### config.mk
export PLATFORM = sky130hd
export DESIGN_NAME = wiper_ctr_reg
export DESIGN_NICKNAME = d
export VERILOG_FILES = /design/src/rtl/wcr_pkg.sv /design/src/rtl/wcr_stepper.sv /design/src/rtl/wcr_src_mux.sv /design/src/rtl/wcr_tap_decoder.sv /design/src/rtl/wiper_ctr_reg.sv
export SDC_FILE = /design/constraint.sdc
export NUM_CORES = 1
export LEC_CHECK = 0
export CORE_MARGIN = 1.5
export CORE_UTILIZATION = 49
export CTS_CLUSTER_SIZE = 8
export DETAILED_ROUTE_END_ITERATION = 10
export PLACE_DENSITY = 0.85
export SLEW_MARGIN = 20
export SYNTH_ARGS = -nofsm -noshare
export SYNTH_HDL_FRONTEND = slang
export SYNTH_SLANG_ARGS = --single-unit
### constraint.sdc
create_clock -name clk -period 6.9 [get_ports clk]
set_clock_uncertainty 0.15 [all_clocks]
set_input_delay 1.38 -clock clk [delete_from_list [all_inputs] [get_ports clk]]
set_output_delay 1.38 -clock clk [all_outputs]
set_load 0.01 [all_outputs]
### src/rtl/wcr_pkg.sv
// Package: shared definitions for the wiper position register.
// Assumes: nothing; type definitions only.
package wcr_pkg;
    // Identifies which request updated the position in a cycle.
    typedef enum logic [2:0] {
        SRC_NONE = 3'd0,
        SRC_PWR  = 3'd1,
        SRC_XFER = 3'd2,
        SRC_HOST = 3'd3,
        SRC_STEP = 3'd4
    } wcr_src_e;
endpackage

### src/rtl/wcr_stepper.sv
// Module: saturating one-tap step of the wiper position.
// Assumes: cur holds a valid position; the result never wraps.
module wcr_stepper #(
    parameter int POS_W = 6
) (
    input  logic [POS_W-1:0] cur,
    input  logic             up,
    output logic [POS_W-1:0] val
);
    localparam logic [POS_W-1:0] TOP = {POS_W{1'b1}};

    // Next position one tap up or down, held at either end.
    always_comb begin
        if (up) begin
            val = (cur == TOP) ? cur : cur + 1'b1;
        end else begin
            val = (cur == '0) ? cur : cur - 1'b1;
        end
    end
endmodule

### src/rtl/wcr_src_mux.sv
// Module: prioritised selection of the next wiper position.
// Assumes: requests are single-cycle strobes; dr_bank packs N_DR
//          entries of POS_W bits, entry i at bits [i*POS_W +: POS_W].
module wcr_src_mux
    import wcr_pkg::*;
#(
    parameter int POS_W  = 6,
    parameter int N_DR   = 4,
    parameter int BYTE_W = 8,
    localparam int SEL_W = (N_DR > 1) ? $clog2(N_DR) : 1
) (
    input  logic                    pwr_load,
    input  logic                    xfer_en,
    input  logic [SEL_W-1:0]        xfer_sel,
    input  logic [N_DR*POS_W-1:0]   dr_bank,
    input  logic                    host_wr,
    input  logic [BYTE_W-1:0]       host_byte,
    input  logic                    step_en,
    input  logic [POS_W-1:0]        step_val,
    output logic [POS_W-1:0]        nxt,
    output logic                    load,
    output wcr_src_e                src
);
    logic [POS_W-1:0] dr_ent [N_DR];

    // Unpack the flat register bank into one entry per register.
    for (genvar i = 0; i < N_DR; i++) begin : g_unpack
        assign dr_ent[i] = dr_bank[i*POS_W +: POS_W];
    end

    // Choose the winning request: restore, transfer, host write, step.
    always_comb begin
        nxt  = step_val;
        load = 1'b1;
        src  = SRC_STEP;
        if (pwr_load) begin
            nxt = dr_ent[0];
            src = SRC_PWR;
        end else if (xfer_en) begin
            nxt = dr_ent[xfer_sel];
            src = SRC_XFER;
        end else if (host_wr) begin
            nxt = host_byte[POS_W-1:0];
            src = SRC_HOST;
        end else if (!step_en) begin
            load = 1'b0;
            src  = SRC_NONE;
        end
    end
endmodule

### src/rtl/wcr_tap_decoder.sv
// Module: registered one-hot decode of the wiper position.
// Assumes: nxt is the value the position register takes on the same edge,
//          so the taps and the position never disagree.
module wcr_tap_decoder #(
    parameter int POS_W = 6,
    localparam int TAPS = 1 << POS_W
) (
    input  logic             clk,
    input  logic             rst_n,
    input  logic             load,
    input  logic [POS_W-1:0] nxt,
    output logic [TAPS-1:0]  tap_sel
);
    // One flop per tap line; only the line matching the position is set.
    for (genvar t = 0; t < TAPS; t++) begin : g_tap
        always_ff @(posedge clk) begin
            if (!rst_n) begin
                tap_sel[t] <= (t == 0);
            end else if (load) begin
                tap_sel[t] <= (nxt == POS_W'(t));
            end
        end
    end
endmodule

### src/rtl/wiper_ctr_reg.sv
// Module: volatile wiper position register with tap decoder (top).
// Assumes: requests are synchronous single-cycle strobes; one step_en
//          pulse per serial clock pulse, with step_up valid in that cycle.
module wiper_ctr_reg
    import wcr_pkg::*;
#(
    parameter int POS_W  = 6,
    parameter int N_DR   = 4,
    parameter int BYTE_W = 8,
    localparam int SEL_W = (N_DR > 1) ? $clog2(N_DR) : 1,
    localparam int TAPS  = 1 << POS_W
) (
    input  logic                  clk,
    input  logic                  rst_n,
    input  logic                  pwr_load,
    input  logic                  xfer_en,
    input  logic [SEL_W-1:0]      xfer_sel,
    input  logic [N_DR*POS_W-1:0] dr_bank,
    input  logic                  host_wr,
    input  logic [BYTE_W-1:0]     host_byte,
    input  logic                  step_en,
    input  logic                  step_up,
    output logic [POS_W-1:0]      pos,
    output logic [TAPS-1:0]       tap_sel
);
    logic [POS_W-1:0] step_val;
    logic [POS_W-1:0] nxt;
    logic             load;
    wcr_src_e         src;

    wcr_stepper #(.POS_W(POS_W)) u_step (
        .cur (pos),
        .up  (step_up),
        .val (step_val)
    );

    wcr_src_mux #(.POS_W(POS_W), .N_DR(N_DR), .BYTE_W(BYTE_W)) u_mux (
        .pwr_load  (pwr_load),
        .xfer_en   (xfer_en),
        .xfer_sel  (xfer_sel),
        .dr_bank   (dr_bank),
        .host_wr   (host_wr),
        .host_byte (host_byte),
        .step_en   (step_en),
        .step_val  (step_val),
        .nxt       (nxt),
        .load      (load),
        .src       (src)
    );

    // Position register: cleared by reset, updated by the winning request.
    always_ff @(posedge clk) begin
        if (!rst_n) begin
            pos <= '0;
        end else if (load) begin
            pos <= nxt;
        end
    end

    wcr_tap_decoder #(.POS_W(POS_W)) u_dec (
        .clk     (clk),
        .rst_n   (rst_n),
        .load    (load),
        .nxt     (nxt),
        .tap_sel (tap_sel)
    );
endmodule

# After elaboration in Yosys (flattened, before gate mapping)
# Index checks and enable logic that the tools add are counted.
[totals]
reg_bits = 70
in_bits = 41
output_inout_bits = 70
word_cells = 148
[classes]
addsub = 2
order_cmp = 1
eq_ne = 64
n_mux = 13
n_bitwise = 1
n_reduce_logical = 2
[ops]
columns = ["operator", "n"]
rows = [
  ["equality test 6 bit (second input constant)", 33],
  ["equality test 6 x 5 -> 1 bit (second input constant)", 16],
  ["equality test 6 x 4 -> 1 bit (second input constant)", 8],
  ["2-to-1 mux 6 bit", 8],
  ["equality test 6 x 3 -> 1 bit (second input constant)", 4],
  ["binary-select mux 6 bit (select 2 bit)", 1],
  ["equality test 6 x 2 -> 1 bit (second input constant)", 2],
  ["zero test 6 bit", 2],
  ["adder 6 x 1 -> 6 bit (second input constant)", 1],
  ["equality test 6 x 1 -> 1 bit (second input constant)", 1],
  ["subtractor 6 x 1 -> 6 bit (second input constant)", 1],
  ["2-to-1 mux 1 bit", 4],
  [">= comparator 3 bit (second input constant)", 1],
  ["inverter 2 -> 3 bit", 1],
]

# Longest topological paths before layout
# Gate-level depths: netlist of the first run.
[depth]
depth_word = 7
ltp_mapped = 10

# Hierarchy
# Synthesis of the first run repeated with hierarchy kept, for this count alone.
[unflattened]
hier_cells = 293
area_unflattened_um2 = 3165.5
[modules_own_cells]
columns = ["mod", "instances", "cells_each", "area_each_um2", "seq_area_each_um2"]
rows = [
  ["wcr_tap_decoder", 1, 173, 2210.9, 1281.2],
  ["wcr_src_mux", 1, 49, 374.1, 0.0],
  ["wcr_stepper", 1, 52, 351.6, 0.0],
  ["wiper_ctr_reg", 1, 19, 229.0, 120.1],
]

# Least setup slack after synthesis of the first run
# OpenSTA, ideal clock, no wires.
[synth_timing]
kind = "input port to flip-flop"
start = "input xfer_sel[1]"
end = "register u_dec.tap_sel[49]"
setup_ns = 0.076
arrival_ns = 3.205
required_ns = 6.674
setup_slack_ns = 3.469
path_stages = 7
n_path_buf = 1
cell_sequence = "mux2_1 > a221o_1 > a32oi_1 > a41oi_1 > clkbuf_1 > or4_4 > o21ai_1"
[synth_via]
elab_chain_cells = 7
[synth_rtl]
columns = ["element", "line", "rtl"]
rows = [
  ["start, declared", "wiper_ctr_reg.sv:17", "input logic [SEL_W-1:0] xfer_sel,"],
  ["inverter 2 -> 3 bit (implied by the code)", "wcr_src_mux.sv:40", "nxt = dr_ent[xfer_sel];"],
  ["binary-select mux 6 bit (select 2 bit)", "wcr_src_mux.sv:40", ""],
  ["2-to-1 mux 6 bit (implied by the code) (2 in series)", "wcr_src_mux.sv:40", ""],
  ["2-to-1 mux 6 bit", "wcr_src_mux.sv:39", "end else if (xfer_en) begin"],
  ["2-to-1 mux 6 bit", "wcr_src_mux.sv:36", "if (pwr_load) begin"],
  ["equality test 6 bit", "wcr_tap_decoder.sv:20", "tap_sel[t] <= (nxt == POS_W'(t));"],
  ["end signal, assigned by index", "wcr_tap_decoder.sv:18", "tap_sel[t] <= (t == 0);"],
  ["end signal, assigned by index", "wcr_tap_decoder.sv:20", ""],
  ["end, declared", "wcr_tap_decoder.sv:12", "output logic [TAPS-1:0] tap_sel"],
]
# Every way passes these cells. The select of a mux whose other input is x is not followed.
# A chain may end at the register's enable or synchronous reset.

# Final worst setup path of the first run
[layout_timing]
start = "input xfer_sel[1]"
end = "register u_dec.tap_sel[34]"
# The elaborated chain is that of the path after synthesis.

==> results.md, run 1 <==
- STA classifies the critical path startpoint as an input pin.
- The synthesized netlist occupies a cell area of 0.00327 mm^2.
- The final critical-path required period is 4.30 ns.
- In the final timing run, aggregate negative setup slack is 0 ns.
- In this run, synthesis produced a sequential element count of 70.
- Of all flip-flops after synthesis, the portion carrying an async set or reset was 0%.
- The congestion estimate from routability-driven global placement came to 0.904.
- The CTS tree is done.
- The number of DRC violations after detailed routing is 0.
- The total global routing overflow is 0.
- The die is 84.7 um wide.
- The class of the most critical hold timing path is flip-flop to flip-flop.
- From synthesis to final layout, the design area changed by 40.1%.
- Clock tree synthesis inserted a total of 9 buffers.
- The largest individual stage delay along the critical path comes from the cell sky130_fd_sc_hd__clkdlybuf4s50_1.
- Power spread over the standard cell area amounts to 208 mW/mm^2.
- Overall power consumption after layout is estimated at 0.000955 W.
- The clock reaches the later pin of the worst-skew pair after 0.35 ns.
- The share of synthesized area in the top cell type comes to 42.8%.
- The worst max-slew margin expressed relative to the limit is 26.6%.
- The count of max-cap constraint violations is 0.
- The overall via count from detail_route is 3075.
- The worst setup path is captured at a flip-flop.
- The worst hold path cell count is 2.
- For this run, the post-layout net count is 480.
- The instance count of the mapped netlist is 339.
- For this run, the number of Yosys warnings is 0.
- After the first detailed-routing iteration, the DRC count stood at 176.
- Broken down by cell family, the worst path's largest delay share belongs to compound AO/OA/AOI/OAI gates.
- The count of standard-cell rows is 29.
- The worst-case clock buffer depth is 2.
- In the global route stage, overall resource usage came out at 25.9%.
- The run finished with clean final reports.
- The half-perimeter wire length after placement is 6440 um.
- Post-CTS repair changed the size of 0 cells.
- The worst endpoint required time is 7.02 ns.
- The netlist uses 65 different library cells.
- STA puts the critical path data arrival time at 4.42 ns.
- The first-pass GRT wire length is 14800 um.
- In the final routed layout, each cell accounts on average for 17.8 um.
- The initial antenna violation count was 0.
- The number of search-and-repair iterations in the first detailed-routing pass is 5.
- After routing the design area is 0.00459 mm^2.
- The fraction of layout cells with a size suffix above 1 is 9.52%.
- Of the available clock period, the critical path in the final layout requires 62.3%.
- After clock tree synthesis, the clock-pin slew on the worst setup and hold paths is 0.08 ns.
- The post-synthesis area per instance is 9.66 um^2.
- The total die area is 0.00718 mm^2.
- The number of enable-type register cells in the synthesized netlist is 0.
- In the post-synthesis netlist, the biggest area contributors are sky130_fd_sc_hd__dfxtp_1, sky130_fd_sc_hd__a22o_1, sky130_fd_sc_hd__nand2_1, sky130_fd_sc_hd__o21ai_1, sky130_fd_sc_hd__nor4_4.
- The final setup violation count is 0.
- The root buffer cell is sky130_fd_sc_hd__clkbuf_8.
- 0 antenna diodes ended up in the layout.
- The critical path goes through clkdlybuf4s50_1 > mux2_1 > a221o_1 > a32oi_1 > a41oi_1 > or4b_1 > o21ai_1.
- The measured slew at the worst slew-check pin is 1.10 ns.
- The post-synthesis sequential area ratio is 42.8%.
- 111 I/O pins were placed.
- During placement, the flow inserted port buffers numbering 108.
- On the worst path, the slowest cell contributes a delay of 0.75 ns.
- In this run the remaining antenna-violating nets after routing total 0.
- The mean number of vias per cell is 5.94.
- The tightest hold margin is 0.304 ns.
- The critical path class is input pin to flip-flop.
- The number of hold-slack violations in the final timing report came to 0.
- The worst reg-to-reg path cell count is 8.
- The number of nets in the synthesized netlist is 383.
- The via count of the first global-routing pass is 3004.
- The height of the die is 84.7 um.
- In the layout the commonest cells are sky130_fd_sc_hd__clkdlybuf4s50_1, sky130_fd_sc_hd__dfxtp_1, sky130_fd_sc_hd__nand2_1.
- The placed instances occupy a cell area of 0.00436 mm^2.
- The count of cell instances traversed by the critical path is 7.
- Across the VDD grid, the largest voltage drop is 0.165 mV.
- The largest total area in the synthesized netlist belongs to sky130_fd_sc_hd__dfxtp_1.
- Counting every sink on the clock net gives 70.
- The max-slew violation count is 0.
- After floorplanning, the core was sized to cover 0.00639 mm^2.
- Static timing analysis puts the maximum clock frequency at 233 MHz.
- The count of buffering cells on the critical path with inverters included is 1.
- Setup repair after global routing left no endpoint under its margin.
- For this configuration, the core starts out at a cell density of 51.3%.
- In this run the static leakage power is 1.64 nW.
- After clock tree synthesis, the flow added hold-fix buffers numbering 0.
- The most common flop cell mapped by yosys is sky130_fd_sc_hd__dfxtp_1.
- The maximum fanout count along the critical path is 11.
- The number of post-CTS setup repair buffers is 0.
- The maximum number of pins on one net before global-route repair is 64.
- The most common cell after layout, fill and taps aside is sky130_fd_sc_hd__clkdlybuf4s50_1.
- The clock tree synthesis step divided the H-tree into 3 levels.
- After detailed routing, the total wire length is 9200 um.
[synth_stat cells, drive strengths merged, types with 5 or more instances]
cell / n
clkbuf: 13
inv: 10
o21ai: 37
buf: 10
o211ai: 5
and2: 5
nand2: 48
a22o: 32
nor2: 10
dfxtp: 70
nor4: 9
nor2b: 5
[worst min-delay path: cells and delay by family, from the launching register on]
| family | cells | cell delay, ns |
|---|---|---|
| AO/OA/AOI/OAI | 1 | 0.05 |
| flip-flops | 1 | 0.32 |
| AND/OR/NAND/NOR | 1 | 0.05 |
[registers in the layout, indices dropped and copies added (netlist names)]
| signal | cells |
|---|---|
| u_dec.tap_sel | 64 |
| pos | 6 |
[power breakdown]
part	switching (W)	internal (W)
logic	0.0000902	0.0000730
registers	0.0000137	0.000412
clock network	0.000159	0.000207
[area by class of cell]
class | count | area, um^2
clock buffer | 10 | 128
sequential | 70 | 1400
timing repair buffer | 109 | 1090
tap | 77 | 96.3
clock inverter | 6 | 95.1
multi-input combinational | 236 | 1740
fill | 460 | 1800
inverter | 10 | 37.5
[worst paths after layout]
check | from | end | slack, ns
max reg2reg | pos[1]$_SDFFE_PN0P_ | u_dec.tap_sel[23]$_SDFFE_PN0P_ | 3.52
min | u_dec.tap_sel[40]$_SDFFE_PN0P_ | u_dec.tap_sel[40]$_SDFFE_PN0P_ | 0.30
min reg2reg | u_dec.tap_sel[40]$_SDFFE_PN0P_ | u_dec.tap_sel[40]$_SDFFE_PN0P_ | 0.30
max | xfer_sel[1] | u_dec.tap_sel[34]$_SDFFE_PN0P_ | 2.60
[kinds of logic (layout without fill, tap and decap cells)]
group	after synthesis	count (layout)	synth area share, %
xor+xnor	2	2	0.535
compound gates	112	112	27.2
simple gates	113	113	21.3
buf+inv	33	135	4.36
fa+ha+maj	3	3	1.15
mux	6	6	2.64
flops	70	70	42.8
[metal layers]
metal,track usage [%],share of wire (%),vias to the layer above
met2,41.8,48,116
met5,0,0,-
met1,33.7,45,1477
met4,7.48,1.2,0
li1,-,-,1470
met3,7.47,5.9,12
[through the flow]
| step | instances | utilization (%) | worst slack [ns] |
|---|---|---|---|
| floorplan | 339 | - | 3.47 |
| global placement | 502 | 68.2 | 2.35 |
| detailed placement | 502 | 68.2 | 2.29 |
| CTS | 518 | 71.7 | 2.63 |
| global route | 518 | 71.8 | 2.44 |
| finish | 518 | 71.8 | 2.60 |
Power figures use the tool's default switching activity.
==> run 2, diff against run 1 <==
--- a/config.mk
+++ b/config.mk
@@ -6,10 +6,10 @@
 export NUM_CORES = 1
 export LEC_CHECK = 0
 export CORE_MARGIN = 1.5
-export CORE_UTILIZATION = 49
+export CORE_UTILIZATION = 41
 export CTS_CLUSTER_SIZE = 8
 export DETAILED_ROUTE_END_ITERATION = 10
-export PLACE_DENSITY = 0.85
+export PLACE_DENSITY = 0.76
 export SLEW_MARGIN = 20
 export SYNTH_ARGS = -nofsm -noshare
 export SYNTH_HDL_FRONTEND = slang
==> constraint.sdc (replaced) <==
create_clock -name clk -period 3.9 [get_ports clk]
set_clock_uncertainty 0.15 [all_clocks]
set_input_delay 0.78 -clock clk [delete_from_list [all_inputs] [get_ports clk]]
set_output_delay 0.78 -clock clk [all_outputs]
set_load 0.01 [all_outputs]
==> run 2 against run 1 <==
Compared with the run above:
- critical path type unchanged
- power up 72%
- critical path depth increased by 1
- global-route usage down 3.7 points
- final area up 2.6%
- worst setup slack got worse by 2.0 ns
==> results.md, run 2 (synthesized netlist as in run 1, its figures left out) <==
- The detailed route wirelength on metal2 is 4350 um.
- After detailed routing, the number of remaining DRC violations is 0.
- The fraction of layout cells with a size suffix above 1 is 12.1%.
- After the first detailed-routing iteration, the DRC count stood at 181.
- Once placement finished, the instance area stood at 0.00450 mm^2.
- Detailed routing inserted a total of 3137 vias.
- After detailed routing, the wire length on met1 is 4090 um.
- The quantity of I/O buffers inserted on ports is 108.
- The sum of negative setup slack is 0 ns.
- Setup repair after global routing left no endpoint under its margin.
- u_dec.tap_sel holds more flip-flops than any other register.
- The initial antenna violation count is 0.
- 111 I/O pins were placed.
- The portion of the clock cycle consumed by the worst path in the final layout is 85.6%.
- The first-pass GRT wire length is 14800 um.
- The routed wire length is 9280 um.
- The area of the core is 0.00773 mm^2.
- The average detailed-routed wire length per instance is 16.7 um.
- The total global routing overflow is 0.
- Measured against its own limit, the worst slew margin works out to 46.4%.
- The top layer reached by signal wires is met4.
- The power per cell area is 348 mW/mm^2.
- The most common cell after layout, fill and taps aside is sky130_fd_sc_hd__clkdlybuf4s50_1.
- The clock transition time at the flip-flop clock pins of the worst setup and hold paths is 0.07 ns.
- The source-to-sink clock delay at the later pin of the worst-skew pair is 0.35 ns.
- The antenna diode count is 0.
- In the final layout, flip-flops and latches occupy 0.00140 mm^2.
- The met3 wire length is 649 um.
- The worst endpoint required time is 4.04 ns.
- The die is 92.4 um tall.
- Across every metal layer, demand over resource in global routing totals 22.2%.
- The starting utilization of the core area is 42.4%.
- Entering global routing, the biggest net connects 43 pins.
- The max-slew violation count is 0.
- The number of post-CTS setup repair buffers is 0.
- From synthesis to final layout, the design area changed by 43.7%.
- The number of nets in the layout is 493.
- In the layout the commonest cells are sky130_fd_sc_hd__clkdlybuf4s50_1, sky130_fd_sc_hd__dfxtp_1, sky130_fd_sc_hd__nand2_1.
- The run finished with clean final reports.
- The maximum fanout count along the critical path is 12.
- The largest registers in the layout are u_dec.tap_sel (64), pos (6).
- The die covers 0.00853 mm^2.
- The clock buffer count from CTS is 9.
- The CTS tree is done.
- For the pin with the worst max-slew slack, the measured transition is 0.800 ns.
- The endpoint kind of the worst setup timing path is a flip-flop.
- After clock tree synthesis, the repair step resized 0 gates.
- Row generation in the floorplan step produced 32 rows.
- The H-tree generated during clock tree synthesis spans 3 levels.
- In this run the horizontal extent of the chip is 92.4 um.
- The leakage component of the power is 1.68 nW.
- The worst-case IR drop observed on VDD is 0.303 mV.
- Detailed placement ended at an HPWL of 6640 um.
- The TritonCTS sink count is 70.
- The number of search-and-repair iterations in the first detailed-routing pass is 4.
- Max-cap violations in this run came to 0.
- Summing all multi-input logic gate instances after layout gives 0.00174 mm^2.
- Based on the critical path, the design can be clocked at up to 299 MHz.
- The critical path class is input pin to flip-flop.
- The via count of the first global-routing pass came to 2959.
- The launching element type of the critical path is an input pin.
- The count of nets left with antenna violations once routing finished came out at 0.
- Hold repair after CTS inserted 0 buffers.
- After layout, the minimum clock period comes to 3.34 ns.
- The root buffer cell is sky130_fd_sc_hd__clkbuf_8.
- Setup violations remaining at the end of the flow were counted as 0.
- After routing the design area is 0.00471 mm^2.
- The layout filler cell count is 650.
- The class of the most critical hold timing path is flip-flop to flip-flop.
- The flip-flop count of the largest register after layout is 64.
- At the worst endpoint, the arrival time is 3.48 ns.
- The worst-case clock buffer depth is 2.
- The final weighted congestion of routability-driven global placement is 0.821.
- The number of hold-slack violations in the final timing report came to 0.
- Dividing the detail-routed via count by the number of cells gives 5.64.
-- run 2: cell types whose count changed in the layout (fill, tap and decap cells not counted) --
cell / delta
sky130_fd_sc_hd__clkinvlp_4: +2
sky130_fd_sc_hd__clkinv_4: -1
sky130_fd_sc_hd__buf_12: +1
sky130_fd_sc_hd__bufinv_16: -1
sky130_fd_sc_hd__buf_4: +12
-- run 2: area by class of cell --
cell class,instances,share of cell area (%)
well taps,102,2.71
clock inverters,6,1.52
multi-input cells,236,37.0
flip-flops and latches,70,29.8
repair buffers,122,25.5
inverters,10,0.798
clock buffers,10,2.71
-- run 2: path summary, 6_finish.rpt --
path	endpoint	slack, ns	start	depth (start not counted)
setup / recovery	u_dec.tap_sel[25]$_SDFFE_PN0P_	0.56	step_up	8
hold / removal	u_dec.tap_sel[53]$_SDFFE_PN0P_	0.30	u_dec.tap_sel[53]$_SDFFE_PN0P_	2
setup reg to reg	u_dec.tap_sel[20]$_SDFFE_PN0P_	0.77	pos[0]$_SDFFE_PN0P_	8
hold reg to reg	u_dec.tap_sel[53]$_SDFFE_PN0P_	0.30	u_dec.tap_sel[53]$_SDFFE_PN0P_	2
-- run 2: routing by layer --
layer / GRT usage [%] / vias to the layer above
li1: - / 1497
met3: 5.58 / 15
met4: 7.95 / 0
met1: 28.8 / 1494
met2: 35.5 / 131
met5: 0 / -
-- run 2: worst max-delay path: stages --
cell,delay (ns)
sky130_fd_sc_hd__clkdlybuf4s50_1,0.60
sky130_fd_sc_hd__or4b_4,0.57
sky130_fd_sc_hd__o211a_1,0.23
sky130_fd_sc_hd__a211oi_2,0.29
sky130_fd_sc_hd__nor2_2,0.16
sky130_fd_sc_hd__buf_4,0.19
sky130_fd_sc_hd__nor4_2,0.42
sky130_fd_sc_hd__a22o_1,0.22
-- run 2: stage by stage --
| stage | power, W | util, % | cells | hold slack (ns) | setup slack (ns) |
|---|---|---|---|---|---|
| 2_1_floorplan | 0.000942 | - | 339 | 0.324 | 1.07 |
| 3_3_place_gp | 0.00106 | 58.2 | 540 | 0.289 | 0.231 |
| 3_5_place_dp | 0.00107 | 58.2 | 540 | 0.292 | 0.150 |
| 4_1_cts | 0.00164 | 60.8 | 556 | 0.302 | 0.514 |
| 5_1_grt | 0.00170 | 60.9 | 556 | 0.329 | 0.321 |
| 6_report | 0.00164 | 60.9 | 556 | 0.299 | 0.560 |
-- run 2: power breakdown --
part | internal (W) | switching, W | total, W
clock | 0.000299 | 0.000282 | 0.000582
sequential | 0.000729 | 0.0000231 | 0.000752
combinational | 0.000143 | 0.000164 | 0.000306
total | 0.00117 | 0.000469 | 0.00164
==> run 3, diff against run 2 <==
--- a/config.mk
+++ b/config.mk
@@ -9,6 +9,7 @@
 export CORE_UTILIZATION = 41
 export CTS_CLUSTER_SIZE = 8
 export DETAILED_ROUTE_END_ITERATION = 10
+export HOLD_SLACK_MARGIN = 0.12
 export PLACE_DENSITY = 0.76
 export SLEW_MARGIN = 20
 export SYNTH_ARGS = -nofsm -noshare
==> results of run 3 <==
No change in the layout: final DEF, timing and power equal those of run 2.
